## src/rtl/cfe_pkg.sv

```systemverilog
package cfe_pkg;
  localparam int FLAG_W = 5;
  localparam logic DIR_RX = 1'b1;
  localparam logic DIR_TX = 1'b0;
endpackage

```

## src/rtl/cfe_fifo.sv

```systemverilog
module cfe_fifo #(
  parameter int DEPTH = 16,
  parameter int DW = 32,
  localparam int PW = $clog2(DEPTH),
  localparam int LVLW = $clog2(DEPTH) + 1
) (
  input  logic            clk_i,
  input  logic            rst_ni,
  input  logic            push_i,
  input  logic [DW-1:0]   wdata_i,
  input  logic            pop_i,
  output logic [DW-1:0]   rdata_o,
  output logic [LVLW-1:0] level_o,
  output logic            full_o,
  output logic            empty_o
);
  logic [DW-1:0]   mem_q [DEPTH];
  logic [PW-1:0]   wr_ptr_q, rd_ptr_q;
  logic [LVLW-1:0] level_q;
  logic            do_push, do_pop;

  assign full_o  = (level_q == LVLW'(DEPTH));
  assign empty_o = (level_q == '0);
  assign do_push = push_i && !full_o;
  assign do_pop  = pop_i && !empty_o;
  assign rdata_o = empty_o ? '0 : mem_q[rd_ptr_q];
  assign level_o = level_q;

  function automatic logic [PW-1:0] wrap_inc(input logic [PW-1:0] p);
    return (p == PW'(DEPTH - 1)) ? '0 : p + 1'b1;
  endfunction

  always_ff @(posedge clk_i) begin
    if (do_push) mem_q[wr_ptr_q] <= wdata_i;
  end

  always_ff @(posedge clk_i or negedge rst_ni) begin
    if (!rst_ni) begin
      wr_ptr_q <= '0;
      rd_ptr_q <= '0;
      level_q  <= '0;
    end else begin
      if (do_push) wr_ptr_q <= wrap_inc(wr_ptr_q);
      if (do_pop)  rd_ptr_q <= wrap_inc(rd_ptr_q);
      case ({do_push, do_pop})
        2'b10:   level_q <= level_q + 1'b1;
        2'b01:   level_q <= level_q - 1'b1;
        default: level_q <= level_q;
      endcase
    end
  end
endmodule

```

## src/rtl/cfe_packer.sv

```systemverilog
module cfe_packer #(
  parameter int DW = 32,
  parameter int BW = 8,
  localparam int NB = DW / BW,
  localparam int IW = $clog2(NB)
) (
  input  logic          clk_i,
  input  logic          rst_ni,
  input  logic          start_i,
  input  logic          take_i,
  input  logic          last_i,
  input  logic [BW-1:0] byte_i,
  output logic          push_o,
  output logic [DW-1:0] word_o
);
  logic [DW-1:0] acc_q;
  logic [IW-1:0] idx_q;

  // place the incoming byte in its lane, lowest lane first
  for (genvar l = 0; l < NB; l++) begin : g_lane
    assign word_o[l*BW +: BW] = (idx_q == IW'(l)) ? byte_i : acc_q[l*BW +: BW];
  end

  assign push_o = take_i && ((idx_q == IW'(NB - 1)) || last_i);

  always_ff @(posedge clk_i or negedge rst_ni) begin
    if (!rst_ni) begin
      acc_q <= '0;
      idx_q <= '0;
    end else if (start_i) begin
      acc_q <= '0;
      idx_q <= '0;
    end else if (take_i) begin
      if (push_o) begin
        acc_q <= '0;
        idx_q <= '0;
      end else begin
        acc_q <= word_o;
        idx_q <= idx_q + 1'b1;
      end
    end
  end
endmodule

```

## src/rtl/cfe_unpacker.sv

```systemverilog
module cfe_unpacker #(
  parameter int DW = 32,
  parameter int BW = 8,
  localparam int NB = DW / BW,
  localparam int IW = $clog2(NB)
) (
  input  logic          clk_i,
  input  logic          rst_ni,
  input  logic          start_i,
  input  logic [DW-1:0] head_i,
  input  logic          head_valid_i,
  input  logic          take_i,
  input  logic          last_i,
  output logic          have_o,
  output logic [BW-1:0] byte_o,
  output logic          pop_o
);
  logic [DW-1:0] sh_q;
  logic [IW-1:0] rem_q;

  assign have_o = (rem_q != '0) || head_valid_i;
  assign byte_o = (rem_q != '0) ? sh_q[BW-1:0] : head_i[BW-1:0];
  // first byte comes straight from the head, so the word leaves the FIFO now
  assign pop_o  = take_i && (rem_q == '0);

  always_ff @(posedge clk_i or negedge rst_ni) begin
    if (!rst_ni) begin
      sh_q  <= '0;
      rem_q <= '0;
    end else if (start_i) begin
      rem_q <= '0;
    end else if (take_i) begin
      if (last_i) begin
        rem_q <= '0;
      end else if (rem_q == '0) begin
        sh_q  <= head_i >> BW;
        rem_q <= IW'(NB - 1);
      end else begin
        sh_q  <= sh_q >> BW;
        rem_q <= rem_q - 1'b1;
      end
    end
  end
endmodule

```

## src/rtl/cfe_flags.sv

```systemverilog
module cfe_flags #(
  parameter int DEPTH = 16,
  localparam int LVLW = $clog2(DEPTH) + 1
) (
  input  logic                      en_i,
  input  logic                      dir_i,
  input  logic [LVLW-1:0]           level_i,
  output logic [cfe_pkg::FLAG_W-1:0] tx_o,
  output logic [cfe_pkg::FLAG_W-1:0] rx_o
);
  logic avail, empty, full, le_half, ge_half;

  assign empty   = (level_i == '0);
  assign avail   = !empty;
  assign full    = (level_i == LVLW'(DEPTH));
  assign le_half = (level_i <= LVLW'(DEPTH / 2));
  assign ge_half = (level_i >= LVLW'(DEPTH / 2));

  assign tx_o = (en_i && dir_i == cfe_pkg::DIR_TX) ? {avail, empty, full, le_half, 1'b1} : '0;
  assign rx_o = (en_i && dir_i == cfe_pkg::DIR_RX) ? {avail, empty, full, ge_half, 1'b1} : '0;
endmodule

```

## src/rtl/card_fifo_engine.sv

```systemverilog
module card_fifo_engine #(
  parameter int DEPTH = 16,
  parameter int DW = 32,
  parameter int BW = 8,
  parameter int LW = 16,
  localparam int LVLW = $clog2(DEPTH) + 1
) (
  input  logic                       clk_i,
  input  logic                       rst_ni,
  input  logic                       ctrl_wr_i,
  input  logic                       ctrl_en_i,
  input  logic                       ctrl_dir_i,
  input  logic [LW-1:0]              len_i,
  input  logic                       clr_end_i,
  input  logic                       push_valid_i,
  input  logic [DW-1:0]              push_data_i,
  input  logic                       pop_i,
  output logic [DW-1:0]              pop_data_o,
  input  logic                       card_rd_valid_i,
  input  logic [BW-1:0]              card_rd_data_i,
  output logic                       card_rd_ready_o,
  output logic                       card_wr_valid_o,
  output logic [BW-1:0]              card_wr_data_o,
  input  logic                       card_wr_ready_i,
  output logic                       data_en_o,
  output logic [LW-1:0]              byte_cnt_o,
  output logic [LVLW-1:0]            fifo_level_o,
  output logic [cfe_pkg::FLAG_W-1:0] tx_flags_o,
  output logic [cfe_pkg::FLAG_W-1:0] rx_flags_o,
  output logic                       data_end_o,
  output logic                       block_end_o,
  output logic                       push_err_o,
  output logic                       pop_err_o
);
  import cfe_pkg::*;

  logic            en_q, dir_q, end_q, push_err_q, pop_err_q;
  logic [LW-1:0]   cnt_q;
  logic            cnt_nz, last_byte, start;
  logic            rd_take, wr_take;
  logic            fifo_push, fifo_pop, fifo_full, fifo_empty;
  logic [DW-1:0]   fifo_wdata, fifo_rdata;
  logic [LVLW-1:0] fifo_level;
  logic            pk_push, up_have, up_pop;
  logic [DW-1:0]   pk_word;
  logic            host_push_ok, host_pop_ok;

  assign cnt_nz    = (cnt_q != '0);
  assign last_byte = (cnt_q == LW'(1));
  assign start     = ctrl_wr_i && ctrl_en_i;

  assign card_rd_ready_o = en_q && (dir_q == DIR_RX) && cnt_nz && !fifo_full;
  assign rd_take         = card_rd_ready_o && card_rd_valid_i;
  assign card_wr_valid_o = en_q && (dir_q == DIR_TX) && cnt_nz && up_have;
  assign wr_take         = card_wr_valid_o && card_wr_ready_i;

  // host side owns the FIFO end that the engine does not use
  assign host_push_ok = push_valid_i && (dir_q == DIR_TX) && !fifo_full;
  assign host_pop_ok  = pop_i && (dir_q == DIR_RX) && !fifo_empty;

  assign fifo_push  = host_push_ok || pk_push;
  assign fifo_wdata = (dir_q == DIR_RX) ? pk_word : push_data_i;
  assign fifo_pop   = host_pop_ok || up_pop;

  cfe_fifo #(.DEPTH(DEPTH), .DW(DW)) u_fifo (
    .clk_i   (clk_i),
    .rst_ni  (rst_ni),
    .push_i  (fifo_push),
    .wdata_i (fifo_wdata),
    .pop_i   (fifo_pop),
    .rdata_o (fifo_rdata),
    .level_o (fifo_level),
    .full_o  (fifo_full),
    .empty_o (fifo_empty)
  );

  cfe_packer #(.DW(DW), .BW(BW)) u_pack (
    .clk_i   (clk_i),
    .rst_ni  (rst_ni),
    .start_i (start),
    .take_i  (rd_take),
    .last_i  (last_byte),
    .byte_i  (card_rd_data_i),
    .push_o  (pk_push),
    .word_o  (pk_word)
  );

  cfe_unpacker #(.DW(DW), .BW(BW)) u_unpack (
    .clk_i        (clk_i),
    .rst_ni       (rst_ni),
    .start_i      (start),
    .head_i       (fifo_rdata),
    .head_valid_i (!fifo_empty),
    .take_i       (wr_take),
    .last_i       (last_byte),
    .have_o       (up_have),
    .byte_o       (card_wr_data_o),
    .pop_o        (up_pop)
  );

  cfe_flags #(.DEPTH(DEPTH)) u_flags (
    .en_i    (en_q),
    .dir_i   (dir_q),
    .level_i (fifo_level),
    .tx_o    (tx_flags_o),
    .rx_o    (rx_flags_o)
  );

  always_ff @(posedge clk_i or negedge rst_ni) begin
    if (!rst_ni) begin
      en_q       <= 1'b0;
      dir_q      <= DIR_TX;
      cnt_q      <= '0;
      end_q      <= 1'b0;
      push_err_q <= 1'b0;
      pop_err_q  <= 1'b0;
    end else begin
      push_err_q <= push_valid_i && !host_push_ok;
      pop_err_q  <= pop_i && !host_pop_ok;
      if (ctrl_wr_i) begin
        en_q  <= ctrl_en_i;
        dir_q <= ctrl_dir_i;
        if (ctrl_en_i) cnt_q <= len_i;
      end else begin
        if (rd_take || wr_take) cnt_q <= cnt_q - 1'b1;
        if (en_q && !cnt_nz && fifo_empty) en_q <= 1'b0;
      end
      if (en_q && !cnt_nz) end_q <= 1'b1;
      else if (clr_end_i)  end_q <= 1'b0;
    end
  end

  assign pop_data_o   = (dir_q == DIR_RX) ? fifo_rdata : '0;
  assign data_en_o    = en_q;
  assign byte_cnt_o   = cnt_q;
  assign fifo_level_o = fifo_level;
  assign data_end_o   = end_q;
  assign block_end_o  = end_q;
  assign push_err_o   = push_err_q;
  assign pop_err_o    = pop_err_q;
endmodule

```

## config.mk

```make
export PLATFORM = sky130hd
export DESIGN_NAME = card_fifo_engine
export DESIGN_NICKNAME = d
export VERILOG_FILES = /design/src/rtl/cfe_pkg.sv /design/src/rtl/cfe_fifo.sv /design/src/rtl/cfe_packer.sv /design/src/rtl/cfe_unpacker.sv /design/src/rtl/cfe_flags.sv /design/src/rtl/card_fifo_engine.sv
export SDC_FILE = /design/constraint.sdc
export NUM_CORES = 1
export LEC_CHECK = 0
export BUFFER_PORTS_ARGS = -buffer_cell sky130_fd_sc_hd__buf_2
export CAP_MARGIN = 0
export CORE_MARGIN = 4
export CORE_UTILIZATION = 60
export CTS_CLUSTER_DIAMETER = 150
export DETAILED_ROUTE_END_ITERATION = 8
export PLACE_DENSITY = 0.75
export SLEW_MARGIN = 20
export SYNTH_ARGS = -nofsm -noshare
export SYNTH_HDL_FRONTEND = slang
export SYNTH_HIERARCHICAL = 1
export SYNTH_SLANG_ARGS = --single-unit
```

## constraint.sdc

```tcl
create_clock -name clk_i -period 7.3 [get_ports clk_i]
set_input_delay 0 -clock clk_i [delete_from_list [all_inputs] [get_ports clk_i]]
set_output_delay 0 -clock clk_i [all_outputs]
set_load 0.005 [all_outputs]
```

After elaboration in Yosys (flattened, before gate mapping)

Memories as Yosys holds them, arrays and structs flattened.
Cells that the tools add are included.

Register bits: 102
RAM bits: 512
Memories kept: 1
Output and inout bits: 78
Input bits: 66
Logic and storage cells: 113

Memory list:

| memory       | words | bits a word | rd ports | clocked after memory_dff | wr ports | line           | source |
|---|---|---|---|---|---|---|---|
| u_fifo.mem_q | 16    | 32          | 1        | 0                        | 1        | cfe_fifo.sv:17 | `logic [DW-1:0] mem_q [DEPTH];` |

Reduce and logical (&&, ||, !) cells: 44
Equality and inequality tests: 10
Bitwise operators: 3
Order comparisons: 2
Multiplexer cells: 33
$add $sub $neg: 7

Operator list:

| operator                                                                            | count |
|---|---|
| 32-bit 2-to-1 mux                                                                   | 6 |
| 16-bit 2-to-1 mux                                                                   | 3 |
| 8-bit 2-to-1 mux                                                                    | 5 |
| 24-bit 2-to-1 mux                                                                   | 1 |
| 1-bit logical AND                                                                   | 21 |
| 16-bit by 1-bit == test with 1-bit output, second input constant                    | 1 |
| 16-bit nonzero test                                                                 | 1 |
| 16-bit by 1-bit subtractor with 16-bit output, second input constant                | 1 |
| 2-bit 2-to-1 mux                                                                    | 7 |
| 2-bit nonzero test                                                                  | 7 |
| 5-bit 2-to-1 mux                                                                    | 2 |
| 5-bit case mux with 2 select lines                                                  | 1 |
| 4-bit by 1-bit adder with 4-bit output, second input constant                       | 2 |
| 4-bit == test, second input constant                                                | 2 |
| 4-bit 2-to-1 mux                                                                    | 2 |
| 2-bit == test, second input constant                                                | 3 |
| 1-bit 2-to-1 mux                                                                    | 6 |
| 5-bit by 1-bit adder with 5-bit output, second input constant                       | 1 |
| 5-bit == test, second input constant                                                | 1 |
| 5-bit by 4-bit greater-or-equal comparator with 1-bit output, second input constant | 1 |
| 5-bit by 4-bit <= comparator with 1-bit output, second input constant               | 1 |
| 1-bit logical NOT                                                                   | 5 |
| 5-bit logical NOT                                                                   | 1 |
| 1-bit logical OR                                                                    | 5 |
| 9 further kinds                                                                     | 13 |

Logic depth before layout (Yosys ltp)

Gate-level depths: netlist (run 1).

Word-level depth: 10
Mapped depth: 20
Gate-level depth less buffers: 18

Modules after synthesis

The synthesis (run 1) kept the hierarchy.

By module, submodules not included:

| module           | area each (um2) | instances | cells each | seq. area each (um2) |
|---|---|---|---|---|
| cfe_fifo         | 20556.0         | 1         | 933        | 15700.1 |
| card_fifo_engine | 1991.9          | 1         | 233        | 525.5 |
| cfe_packer       | 1717.9          | 1         | 119        | 850.8 |
| cfe_unpacker     | 1357.6          | 1         | 128        | 650.6 |
| cfe_flags        | 101.3           | 1         | 17         | 0.0 |

Worst setup path after synthesis (run 1)

OpenSTA, ideal clock, no wires.

Path kind: reg2reg
Start point: reg cnt_q[0], in the netlist byte_cnt_o[0]
End point: mem u_fifo.mem_q[0][0] (enable)
Stages on the path, launching flop included: 14
Data arrival time: 4.718 ns
Clock period less this slack: 5.179 ns
Required time: 6.839 ns
Slack: 2.121 ns
Path buffers: 1
Library setup time: 0.461 ns
Cell sequence: dfrtp_1 inv_1 ha_1 nor3b_1 nand3_1 o21ai_1 nor3b_1 and2_1 o21a_1 a21o_1 a21boi_0 clkbuf_1 nand2_1 nor3_1

Longest elaborated chain between the ends: 9
Elaborated cells between the ends (all ways): 11
Those cells by class: 1 x eq/ne; 2 x mux; 8 x reduce/logical

RTL lines:

| element                                | line                    | source |
|---|---|---|
| start, declared                        | card_fifo_engine.sv:38  | `logic [LW-1:0] cnt_q;` |
| start signal, assigned                 | card_fifo_engine.sv:123 | `if (ctrl_en_i) cnt_q <= len_i;` |
| start signal, assigned                 | card_fifo_engine.sv:125 | `if (rd_take \|\| wr_take) cnt_q <= cnt_q - 1'b1;` |
| 16-bit nonzero test                    | card_fifo_engine.sv:48  | `assign cnt_nz = (cnt_q != '0);` |
| 1-bit logical AND (2 in a row)         | card_fifo_engine.sv:52  | `assign card_rd_ready_o = en_q && (dir_q == DIR_RX) && cnt_nz && !fifo_full;` |
| via card_rd_ready_o                    | card_fifo_engine.sv:21  | `output logic card_rd_ready_o,` |
| 1-bit logical AND                      | card_fifo_engine.sv:53  | `assign rd_take = card_rd_ready_o && card_rd_valid_i;` |
| via rd_take                            | card_fifo_engine.sv:40  | `logic rd_take, wr_take;` |
| 1-bit logical AND                      | cfe_packer.sv:24        | `assign push_o = take_i && ((idx_q == IW'(NB - 1)) \|\| last_i);` |
| via pk_push                            | card_fifo_engine.sv:44  | `logic pk_push, up_have, up_pop;` |
| 1-bit logical OR                       | card_fifo_engine.sv:61  | `assign fifo_push = host_push_ok \|\| pk_push;` |
| via fifo_push                          | card_fifo_engine.sv:41  | `logic fifo_push, fifo_pop, fifo_full, fifo_empty;` |
| 1-bit logical AND                      | cfe_fifo.sv:24          | `assign do_push = push_i && !full_o;` |
| 1-bit 2-to-1 mux                       | cfe_fifo.sv:34          | `if (do_push) mem_q[wr_ptr_q] <= wdata_i;` |
| 1-bit 2-to-1 mux (implied by the code) | cfe_fifo.sv:34          |  |
| end, declared                          | cfe_fifo.sv:17          |  |

The timed path passes the listed nets, and every way through them passes these cells.

Worst setup path in the final report (run 1)

Start point: reg cnt_q[1], in the netlist byte_cnt_o[1]
End point: reg u_fifo.level_q[2], in the netlist u_fifo/level_o[2]

Longest elaborated chain between the ends: 9
Elaborated cells between the ends (all ways): 19
Those cells by class: 3 x eq/ne; 1 x mux; 15 x reduce/logical

RTL lines:

| element                                                                          | line                   | source |
|---|---|---|
| 16-bit nonzero test (*)                                                          | card_fifo_engine.sv:48 |  |
| 1-bit logical AND (*) (2 in a row)                                               | card_fifo_engine.sv:52 |  |
| 1-bit logical AND (*)                                                            | card_fifo_engine.sv:53 |  |
| via rd_take                                                                      | card_fifo_engine.sv:40 |  |
| 1-bit logical AND (*)                                                            | cfe_packer.sv:24       |  |
| via pk_push                                                                      | card_fifo_engine.sv:44 |  |
| 1-bit logical OR (*)                                                             | card_fifo_engine.sv:61 |  |
| via fifo_push                                                                    | card_fifo_engine.sv:41 |  |
| 1-bit logical AND (*)                                                            | cfe_fifo.sv:24         |  |
| 2-bit by 1-bit == test with 1-bit output / 2-bit == test (equally long branches) | cfe_fifo.sv:45         | `case ({do_push, do_pop})` |
| 5-bit case mux with 2 select lines / 2-bit nonzero test (equally long branches)  | --                     |  |
| end signal, assigned                                                             | cfe_fifo.sv:46         | `2'b10: level_q <= level_q + 1'b1;` |
| end signal, assigned                                                             | cfe_fifo.sv:47         | `2'b01: level_q <= level_q - 1'b1;` |
| end signal, assigned                                                             | cfe_fifo.sv:48         | `default: level_q <= level_q;` |
| end, declared                                                                    | cfe_fifo.sv:19         | `logic [LVLW-1:0] level_q;` |

The timed path passes the listed nets; every way through them passes the cells marked *.
A chain may end at the register's enable or synchronous reset.

==> results of run 1 <==
worst min-delay path, cell delays in order:
cell and delay (ps):
buf_2 240, mux2_2 220, a22o_2 120
layout make-up:
type | count | area (µm²)
fillers | 2581 | 12600
well taps | 539 | 674
flip-flops and latches | 606 | 17700
clock inverters | 26 | 260
repair buffers | 225 | 1640
clock buffers | 84 | 1650
inverters | 18 | 67.6
diodes | 2 | 5.00
multi-input cells | 708 | 7490
layer usage:
metal / vias up / global-route usage [%]
li1: 6155 / -
met1: 7591 / 40.8
met2: 807 / 43.3
met3: 108 / 7.16
met4: 2 / 8.42
met5: - / 0
sequential cells by signal (all words and copies together), names as in the netlist, 2 cells and up:
register         flops
byte_cnt_o          16
u_fifo/level_o       5
u_fifo/mem_q       512
u_fifo/rd_ptr_q      4
u_fifo/wr_ptr_q      4
u_pack/acc_q        32
u_pack/idx_q         2
u_unpack/rem_q       2
u_unpack/sh_q       24
power by group through the flow:
| stage | logic (µW) | clock network [µW] | registers [µW] |
|---|---|---|---|
| after floorplan | 2260 | 0 | 4280 |
| after global placement | 3220 | 0 | 4430 |
| after detailed placement | 3250 | 0 | 4450 |
| after CTS | 3310 | 3020 | 4380 |
| after global routing | 3520 | 3180 | 4420 |
| final | 3330 | 2990 | 4380 |
worst max path at each step:
| stage | startpoint | to | slack (ps) |
|---|---|---|---|
| 2_1_floorplan | byte_cnt_o[0]$_DFFE_PN0P_ | u_fifo/mem_q[0][0]$_DFFE_PP_ | 2120 |
| 3_3_place_gp | byte_cnt_o[0]$_DFFE_PN0P_ | u_fifo/level_o[4]$_DFFE_PN0P_ | 3280 |
| 3_5_place_dp | byte_cnt_o[1]$_DFFE_PN0P_ | u_fifo/level_o[2]$_DFFE_PN0P_ | 3110 |
| 4_1_cts | byte_cnt_o[1]$_DFFE_PN0P_ | u_fifo/level_o[2]$_DFFE_PN0P_ | 3060 |
| 5_1_grt | byte_cnt_o[1]$_DFFE_PN0P_ | u_fifo/level_o[2]$_DFFE_PN0P_ | 2600 |
| 6_report | byte_cnt_o[1]$_DFFE_PN0P_ | u_fifo/level_o[2]$_DFFE_PN0P_ | 2990 |
synthesized netlist by cell type (4+ instances only):
cell / instances
edfxtp_1: 512
mux4_2: 128
o211ai_1: 99
dfrtp_1: 94
mux2_2: 79
nand2_1: 60
mux2i_1: 49
and2_1: 39
clkbuf_1: 36
nor2_1: 34
a22o_2: 29
buf_2: 22
nor3_1: 19
buf_6: 18
inv_1: 17
o21ai_2: 17
nand3_1: 16
ha_1: 15
buf_1: 13
o21ai_0: 12
a21oi_1: 11
buf_4: 9
nand2b_1: 9
a211oi_1: 6
xor2_1: 6
a22o_1: 5
nand4_1: 5
nor2b_1: 5
nor4_1: 5
a31o_2: 4
and3_1: 4
nor3b_1: 4
cells in the final DEF, fill, tap and decap left out, drive strengths merged, types with 4 or more instances in the layout:
master,count
edfxtp,512
buf,169
mux4,128
o211ai,99
dfrtp,94
clkbuf,84
mux2,79
nand2,60
dlygate4sd3,56
mux2i,49
and2,39
nor2,35
a22o,34
o21ai,31
inv,21
nor3,21
nand3,16
ha,15
clkinv,15
a21oi,12
nand2b,9
nor4,7
xor2,6
a211oi,6
nand4,5
clkinvlp,5
nor2b,5
nor3b,5
and3,4
a31o,4
a21boi,4
logic make-up (layout without fill, tap and decap cells):
family	count (synthesis)	after routing
compound gates	210	210
xor+xnor	9	9
fa+ha+maj	15	15
buf+inv	116	353
flops	606	606
mux	256	256
other cells	0	2
simple gates	218	218
per-stage QoR:
stage               std cells  power (µW)  setup slack (ps)
floorplan                1430        6540              2120
global placement         2031        7650              3280
detailed placement       2034        7710              3110
CTS                      2201       10700              3060
global route             2206       11100              2600
finish                   2208       10700              2990
what timing repair did:
action                    in CTS  in global routing
hold endpoints to repair     241                  0
hold buffers                  57                  0
buffers inserted               0                  0
==> run summary, run 1 <==
Synth Area in XOR/XNOR = 0.306%
Worst reg2reg path startpoint = byte_cnt_o[1]$_DFFE_PN0P_
Mapped cell area = 25,700 µm²
Clk pwr share = 27.9%
Number of synthesized flops with an enable pin = 512
Critical-path cell list = inv_1 > ha_1 > nor3b_1 > nand3_1 > o21ai_1 > nor3b_1 > and2_1 > o21a_1 > a21o_1 > a21boi_0 > buf_4 > inv_1 > ha_1 > xor2_1 > ha_1 > a21oi_1 > xor2_1 > nor2_1 > xor2_1
Final Max Slew Viols = 0
GP Congestion = 0.868
Synth area leaders = edfxtp_1, mux4_2, dfrtp_1, mux2_2, o211ai_1
CTS Buf Count = 58
Net switching share of the total power = 33.0%
R2r worst-path depth = 19
Synth Area in Simple Gates = 4.57%
Root buffer cell = clkbuf_16
Final worst path period share = 59.0%
Worst hold margin = 15.2 ps
Worst Path Required = 7770 ps
Hold Path Depth = 3
Register share of total power = 41.0%
Mux cell area share after synthesis = 16.6%
Initial Util = 61.1%
DRC viols = 0
Synth Area in Compound Gates = 6.45%
PwrDens = 362 nW/µm²
Gr ovfl total = 0
Die area = 46,300 µm²
Area leader, netlist = edfxtp_1
Endpoints failing setup = 0
Number of max-cap violations = 0
DIE HEIGHT = 215 µm
Worst setup path category = flop to flop
Peak supply drop = 0.324 mV
Die width = 215 µm
Drt total wl = 64.7 mm
Status = complete, no violations
#FFs+latches synth = 606
Cell area after layout = 29,500 µm²
# IOs = 144
CP max-delay cell = nor3b_1
Post-synth cell types = 66
Final worst path period need = 4310 ps
WL/cell = 29.3 µm
RR Endpoint = u_fifo/level_o[2]$_DFFE_PN0P_
Hold Startpoint = card_rd_data_i[5]
GRT Total Usage = 28.2%
Initial antenna violation count = 3
Layout Nets = 1,698
Worst path arrival time = 4780 ps
Share of the synthesized area in the top cell type = 59.8%
Met2 wire len = 30.6 mm
CP Launch Type = flop
Max FO, Critical Path = 11
CTS tree = done
First-pass GRT wire length = 96.4 mm
Post-layout util = 70.1%
Gate power share = 31.1%
DRT Pass-1 Iters = 7
Crit path depth = 19
Slack of the worst reg-to-reg path = 2990 ps
Leak = 0.0103 µW
Max incr delay on CP = 490 ps
Setup repair after global routing missed its margin = no
Mapped Cells = 1,430
Via density per instance = 6.64
Clock sink count = 606
Wl on met1 = 25.5 mm
CTS clk-pin slew, worst paths = 60 ps
Fraction of registers with async set or reset after synthesis = 15.5%
CP bufs+invs = 3
Layout cell share with drive strength beyond 1 = 33.5%
I/O Buffers = 143
Routed length on met3 = 6.88 mm
CTS max path bufs = 3
Psw = 3530 µW
H-tree Lvls = 2
Post-DP Area = 26,900 µm²
Synth-to-Final Area Change = 14.8%
Worst Setup End Kind = flop
Post_cts resized = 0
Clock skew = 23.9 ps
Max Used Layer = met5
Commonest register cell after synthesis = edfxtp_1
Clock latency on the worst-skew pair = 620 ps
Hold Path Class = primary input to flop
Core Area = 42,100 µm²
Worst slew margin = 22.3%
FP Rows = 75
Number of global-route vias before repair = 14,700
Mean Syn Cell Area = 18.0 µm²
Synth Area in Adders = 0.730%
Largest family of logic cells by synthesized area = multiplexers
Worst-Margin Slew = 1170 ps
DRT antenna net count = 0
Syn. warnings = 6
Max Clk Rate = 232 MHz
Initial DRC count = 1,907
Fin. Hold Viols = 0
Sum Neg Setup Slack = 0 ps
Internal Pwr Total = 7170 µW
Via count = 14,700
Hold Path Sink = u_pack/acc_q[29]$_DFFE_PN0P_
Top cell family by delay on the critical path = simple AND/OR/NAND/NOR gates
Register area share after synthesis = 68.9%
Syn nets = 1,511
HPWL after detailed placement = 39.5 mm
Largest net degree at the start of global routing = 86
No activity file was read; power rests on OpenSTA's default activity.
==> inputs of run 2 (changes only) <==
==> constraint.sdc (replaced) <==
create_clock -name clk_i -period 4.4 [get_ports clk_i]
set_input_delay 0 -clock clk_i [delete_from_list [all_inputs] [get_ports clk_i]]
set_output_delay 0 -clock clk_i [all_outputs]
set_load 0.005 [all_outputs]
==> run summary, run 2 (synthesis results as in run 1) <==
DRT antenna net count = 0
FP Rows = 75
H-tree Lvls = 2
Die width = 215 µm
Layout cell share with drive strength beyond 1 = 34.3%
Leak = 0.0104 µW
Clock latency on the worst-skew pair = 610 ps
Hold Path Depth = 2
I/O Buffers = 143
Worst Setup End Kind = flop
Peak supply drop = 0.451 mV
Final worst path period share = 95.1%
Number of max-cap violations = 0
Worst Path Required = 4610 ps
Hold Path Class = primary input to flop
Post-layout util = 70.3%
Reg area = 17,700 µm²
Worst path arrival time = 4390 ps
Final worst path period need = 4180 ps
Synth-to-Final Area Change = 15.1%
DIE HEIGHT = 215 µm
R2r worst-path depth = 10
Status = complete, no violations
GRT Total Usage = 28.1%
CTS Buf Count = 58
Area of the multi-input gates = 7520 µm²
Gr ovfl total = 0
GP Congestion = 0.858
CP Launch Type = flop
Most common cell after layout, fill and taps aside = edfxtp_1
Top flop regs = u_fifo/mem_q (512), u_pack/acc_q (32), u_unpack/sh_q (24)
Max FO, Critical Path = 32
Commonest non-fill, non-tap cells in the layout = edfxtp_1, buf_2, mux4_2
Initial antenna violation count = 3
Initial DRC count = 2,035
Die area = 46,300 µm²
WL/cell = 29.4 µm
Via count = 14,700
DRT Pass-1 Iters = 5
Endpoints failing setup = 0
Worst slew margin = 21.6%
Layout Nets = 1,701
DRC viols = 0
Number of flip-flops in the largest register = 512
PwrDens = 604 nW/µm²
Setup repair after global routing missed its margin = no
CTS max path bufs = 3
Largest net degree at the start of global routing = 74
Final Max Slew Viols = 0
Post_cts resized = 0
Max Clk Rate = 239 MHz
Via density per instance = 6.68
Root buffer cell = clkbuf_16
Clock sink count = 606
Initial Util = 61.1%
Cts hold-fix bufs = 46
# IOs = 144
Clock skew = 16.8 ps
Core Area = 42,100 µm²
Worst-Margin Slew = 1170 ps
Drt total wl = 65.0 mm
CTS clk-pin slew, worst paths = 60 ps
Fin. Hold Viols = 0
Worst setup path category = flop to flop
Number of global-route vias before repair = 14,700
CTS tree = done
Biggest register = u_fifo/mem_q
Sum Neg Setup Slack = 0 ps
Fillers = 2,551
First-pass GRT wire length = 96.4 mm
Post-CTS setup buffers = 0
HPWL after detailed placement = 41.3 mm
[run 2: stage by stage]
stage | power (µW) | hold WS [ps] | instance area, µm² | setup slack, ps | instances
floorplan | 10900 | -296 | 25700 | 76.1 | 1430
CTS | 17900 | 2.32 | 29500 | 227 | 2202
detailed placement | 12800 | 78.2 | 27000 | 277 | 2048
global route | 18600 | 7.88 | 29600 | 34.7 | 2207
global placement | 12700 | 72.5 | 27000 | 398 | 2048
finish | 17900 | 13.8 | 29600 | 217 | 2208
[run 2: path summary, 6_finish.rpt]
check / start / endpoint / slack (ps)
hold reg to reg: u_unpack/sh_q[16]$_DFFE_PN0P_ / u_unpack/sh_q[16]$_DFFE_PN0P_ / 470
setup / recovery: byte_cnt_o[6]$_DFFE_PN0P_ / u_fifo/mem_q[11][6]$_DFFE_PP_ / 220
setup reg to reg: byte_cnt_o[6]$_DFFE_PN0P_ / u_fifo/mem_q[11][6]$_DFFE_PP_ / 220
max in group asynchronous: rst_ni / u_fifo/rd_ptr_q[0]$_DFFE_PN0P_ / 3140
min in group asynchronous: rst_ni / byte_cnt_o[5]$_DFFE_PN0P_ / 510
hold / removal: push_data_i[23] / u_fifo/mem_q[6][23]$_DFFE_PP_ / 10
[run 2: final cells by class]
| class | count | share of cell area, % |
|---|---|---|
| Clock buffer | 88 | 5.86 |
| Antenna cell | 1 | 0.00845 |
| Timing Repair Buffer | 228 | 5.54 |
| Sequential cell | 606 | 59.9 |
| Clock inverter | 20 | 0.790 |
| Inverter | 18 | 0.228 |
| Multi-Input combinational cell | 708 | 25.4 |
| Tap cell | 539 | 2.28 |
[run 2: report_power, final]
group / switching, µW / total (µW) / internal [µW]
registers: 496 / 7310 / 6810
logic: 3150 / 5510 / 2360
clock network: 2060 / 5070 / 3010
[run 2: metal layers]
layer / GRT usage, % / up-vias / wire length (µm)
met2: 42.6 / 868 / 30000
met4: 8.63 / 2 / 2110
met3: 6.53 / 114 / 6860
met1: 41.8 / 7583 / 26000
li1: - / 6176 / -
met5: 0 / - / 13
[run 2: critical path, cell delays in order, from the launching register on]
cell      delay [ps]
dfrtp_1          440
nor4_2           490
and2_1           330
and3_1           210
and3_1           340
o21a_1           150
a21o_1            70
a21boi_0         190
buf_4            220
nand2_1          340
nor2_4           980
==> inputs of run 3 (changes only) <==
--- a/config.mk
+++ b/config.mk
@@ -5,13 +5,14 @@
 export SDC_FILE = /design/constraint.sdc
 export NUM_CORES = 1
 export LEC_CHECK = 0
+export ABC_AREA = 1
 export BUFFER_PORTS_ARGS = -buffer_cell sky130_fd_sc_hd__buf_2
 export CAP_MARGIN = 0
 export CORE_MARGIN = 4
 export CORE_UTILIZATION = 60
 export CTS_CLUSTER_DIAMETER = 150
 export DETAILED_ROUTE_END_ITERATION = 8
-export PLACE_DENSITY = 0.75
+export PLACE_DENSITY = 0.74
 export SLEW_MARGIN = 20
 export SYNTH_ARGS = -nofsm -noshare
 export SYNTH_HDL_FRONTEND = slang
==> run summary, run 3 <==
Reg area = 17,700 µm²
First-pass GRT wire length = 116 mm
Worst Path Required = 4680 ps
Status = complete, no violations
Gr ovfl total = 0
Mean Syn Cell Area = 9.83 µm²
Fin. Hold Viols = 0
WL/cell = 21.7 µm
Final worst path period need = 3600 ps
GR met1 Demand/Resource = 42.1%
FP Rows = 77
Clock latency on the worst-skew pair = 630 ps
Busiest grt layer = met2
R2r worst-path depth = 12
Sum Neg Setup Slack = 0 ps
Pre-CTS WS = 919 ps
Die width = 220 µm
Mapped cell area = 26,900 µm²
H-tree Lvls = 2
Number of max-cap violations = 0
#FFs+latches synth = 606
Biggest register = u_fifo/mem_q
Most common cell after layout, fill and taps aside = nand2_1
Number of global-route vias before repair = 20,000
I/O Buffers = 143
DIE HEIGHT = 220 µm
HPWL after detailed placement = 47.9 mm
Peak supply drop = 0.435 mV
Final worst path period share = 81.8%
CTS clk-pin slew, worst paths = 60 ps
Commonest non-fill, non-tap cells in the layout = nand2_1, edfxtp_1, nand3_1
Commonest cells in the netlist = nand2_1, edfxtp_1, nand3_1
Max Clk Rate = 278 MHz
GRT Total Usage = 31.9%
CTS Buf Count = 60
Area leader, netlist = edfxtp_1
Register area share after synthesis = 65.8%
Worst setup path category = flop to flop
Core Area = 44,300 µm²
DRC viols = 0
DRT Pass-1 Iters = 8
Setup repair after global routing missed its margin = no
Fillers = 3,205
Hold Path Depth = 7
Layout Nets = 2,997
RR Endpoint = u_fifo/mem_q[0][27]$_DFFE_PP_
Drt total wl = 77.3 mm
CTS max path bufs = 3
Number of flip-flops in the largest register = 512
M2 GR Usage = 52.1%
Slack of the worst reg-to-reg path = 800 ps
Hold Startpoint = card_rd_valid_i
Via density per instance = 5.80
CP Launch Type = flop
PwrDens = 627 nW/µm²
Initial Util = 60.8%
Initial antenna violation count = 0
Via count = 20,700
Post-CTS setup buffers = 0
PnR Total Power = 19,300 µW
Largest net degree at the start of global routing = 129
Top flop regs = u_fifo/mem_q (512), u_pack/acc_q (32), u_unpack/sh_q (24)
Worst slew margin = 32.2%
Mapped Cells = 2,741
Synth-to-Final Area Change = 14.3%
Setup ws final = 802 ps
Max FO, Critical Path = 20
Post-DP Area = 28,200 µm²
Synth area leaders = edfxtp_1, nand2_1, dfrtp_1, nand3_1, a21oi_1
Worst reg2reg path startpoint = byte_cnt_o[4]$_DFFE_PN0P_
Share of the synthesized area in the top cell type = 57.1%
Fraction of registers with async set or reset after synthesis = 15.5%
Clock sink count = 606
Count leader, synth = nand2_1
Area of the multi-input gates = 8040 µm²
Final Max Slew Viols = 0
Clock skew = 18.8 ps
Syn. warnings = 6
Endpoints failing setup = 0
# IOs = 144
Worst-Margin Slew = 1020 ps
CTS tree = done
Commonest register cell after synthesis = edfxtp_1
Worst path arrival time = 3880 ps
Leak = 0.0134 µW
Layout cell share with drive strength beyond 1 = 11.5%
Hold Path Sink = u_pack/acc_q[31]$_DFFE_PN0P_
Post-synth cell types = 37
Initial DRC count = 2,366
Die area = 48,300 µm²
GP Congestion = 0.938
Worst Setup End Kind = flop
Cell area after layout = 30,800 µm²
Syn nets = 2,822
Number of synthesized flops with an enable pin = 512
DRT antenna net count = 0
Root buffer cell = clkbuf_16
GR Layer Usage met3 = 4.16%
Hold Path Class = primary input to flop
[run 3: cells by family (layout without fill, tap and decap cells)]
family / after synthesis / after routing / synth area share [%]
and+or+nand+nor: 1610 / 1610 / 24.2
DFF: 606 / 606 / 65.8
buffers and inverters: 276 / 500 / 4.77
AOI/OAI and AO/OA: 231 / 231 / 4.39
adders and majority gates: 15 / 15 / 0.697
xor gates and xnor gates: 3 / 3 / 0.0976
other: 0 / 1 / 0
[run 3: layer usage]
layer	up-vias	share of wire (%)
li1	9381	-
met1	9840	37
met2	1185	48
met3	245	8.4
met4	0	6.0
met5	-	0
[run 3: critical path, cell delays in order (launching register included)]
cell and delay [ps]:
dfrtp_1 450, nor2_1 150, nand2_1 160, inv_1 120
nand3_1 120, nor3_1 540, o21a_1 190, or2_2 110
o21ai_2 130, inv_2 140, nand2_1 230, nor2_4 450
buf_4 420
[run 3: power breakdown]
part	internal (µW)	switching, µW
clock network	2960	2160
logic	1950	5090
registers	6820	354
[run 3: worst max path at each step]
| stage | to | start |
|---|---|---|
| 5_1_grt | u_fifo/level_o[4]$_DFFE_PN0P_ | u_unpack/rem_q[0]$_DFFE_PN0P_ |
| 3_3_place_gp | u_fifo/level_o[4]$_DFFE_PN0P_ | u_unpack/rem_q[0]$_DFFE_PN0P_ |
| 4_1_cts | card_wr_data_o[2] | u_fifo/rd_ptr_q[0]$_DFFE_PN0P_ |
| 6_report | u_fifo/mem_q[0][27]$_DFFE_PP_ | byte_cnt_o[4]$_DFFE_PN0P_ |
| 3_5_place_dp | u_fifo/level_o[4]$_DFFE_PN0P_ | u_unpack/rem_q[0]$_DFFE_PN0P_ |
| 2_1_floorplan | u_fifo/mem_q[11][0]$_DFFE_PP_ | byte_cnt_o[4]$_DFFE_PN0P_ |
[run 3: area by class of cell]
| type | instances | area share (%) |
|---|---|---|
| antenna | 1 | 0.00813 |
| clock buffer | 76 | 5.31 |
| timing repair buffer | 251 | 5.83 |
| tap | 592 | 2.41 |
| sequential | 606 | 57.6 |
| clock inverter | 35 | 1.04 |
| multi-input combinational | 1859 | 26.1 |
| inverter | 138 | 1.72 |
[run 3: per-stage QoR]
stage | util [%] | hold WS, ps | cells
4_1_cts | 69.5 | 7.69 | 3557
3_3_place_gp | 63.6 | 216 | 3380
3_5_place_dp | 63.6 | 219 | 3380
5_1_grt | 69.5 | 64.8 | 3557
2_1_floorplan | - | -296 | 2741
6_report | 69.5 | 54.0 | 3558
[run 3: repair_timing]
item,in CTS,in global routing
hold buffers,66,0
setup endpoints to repair,0,0
hold endpoints to repair,135,0
resized for setup,0,0
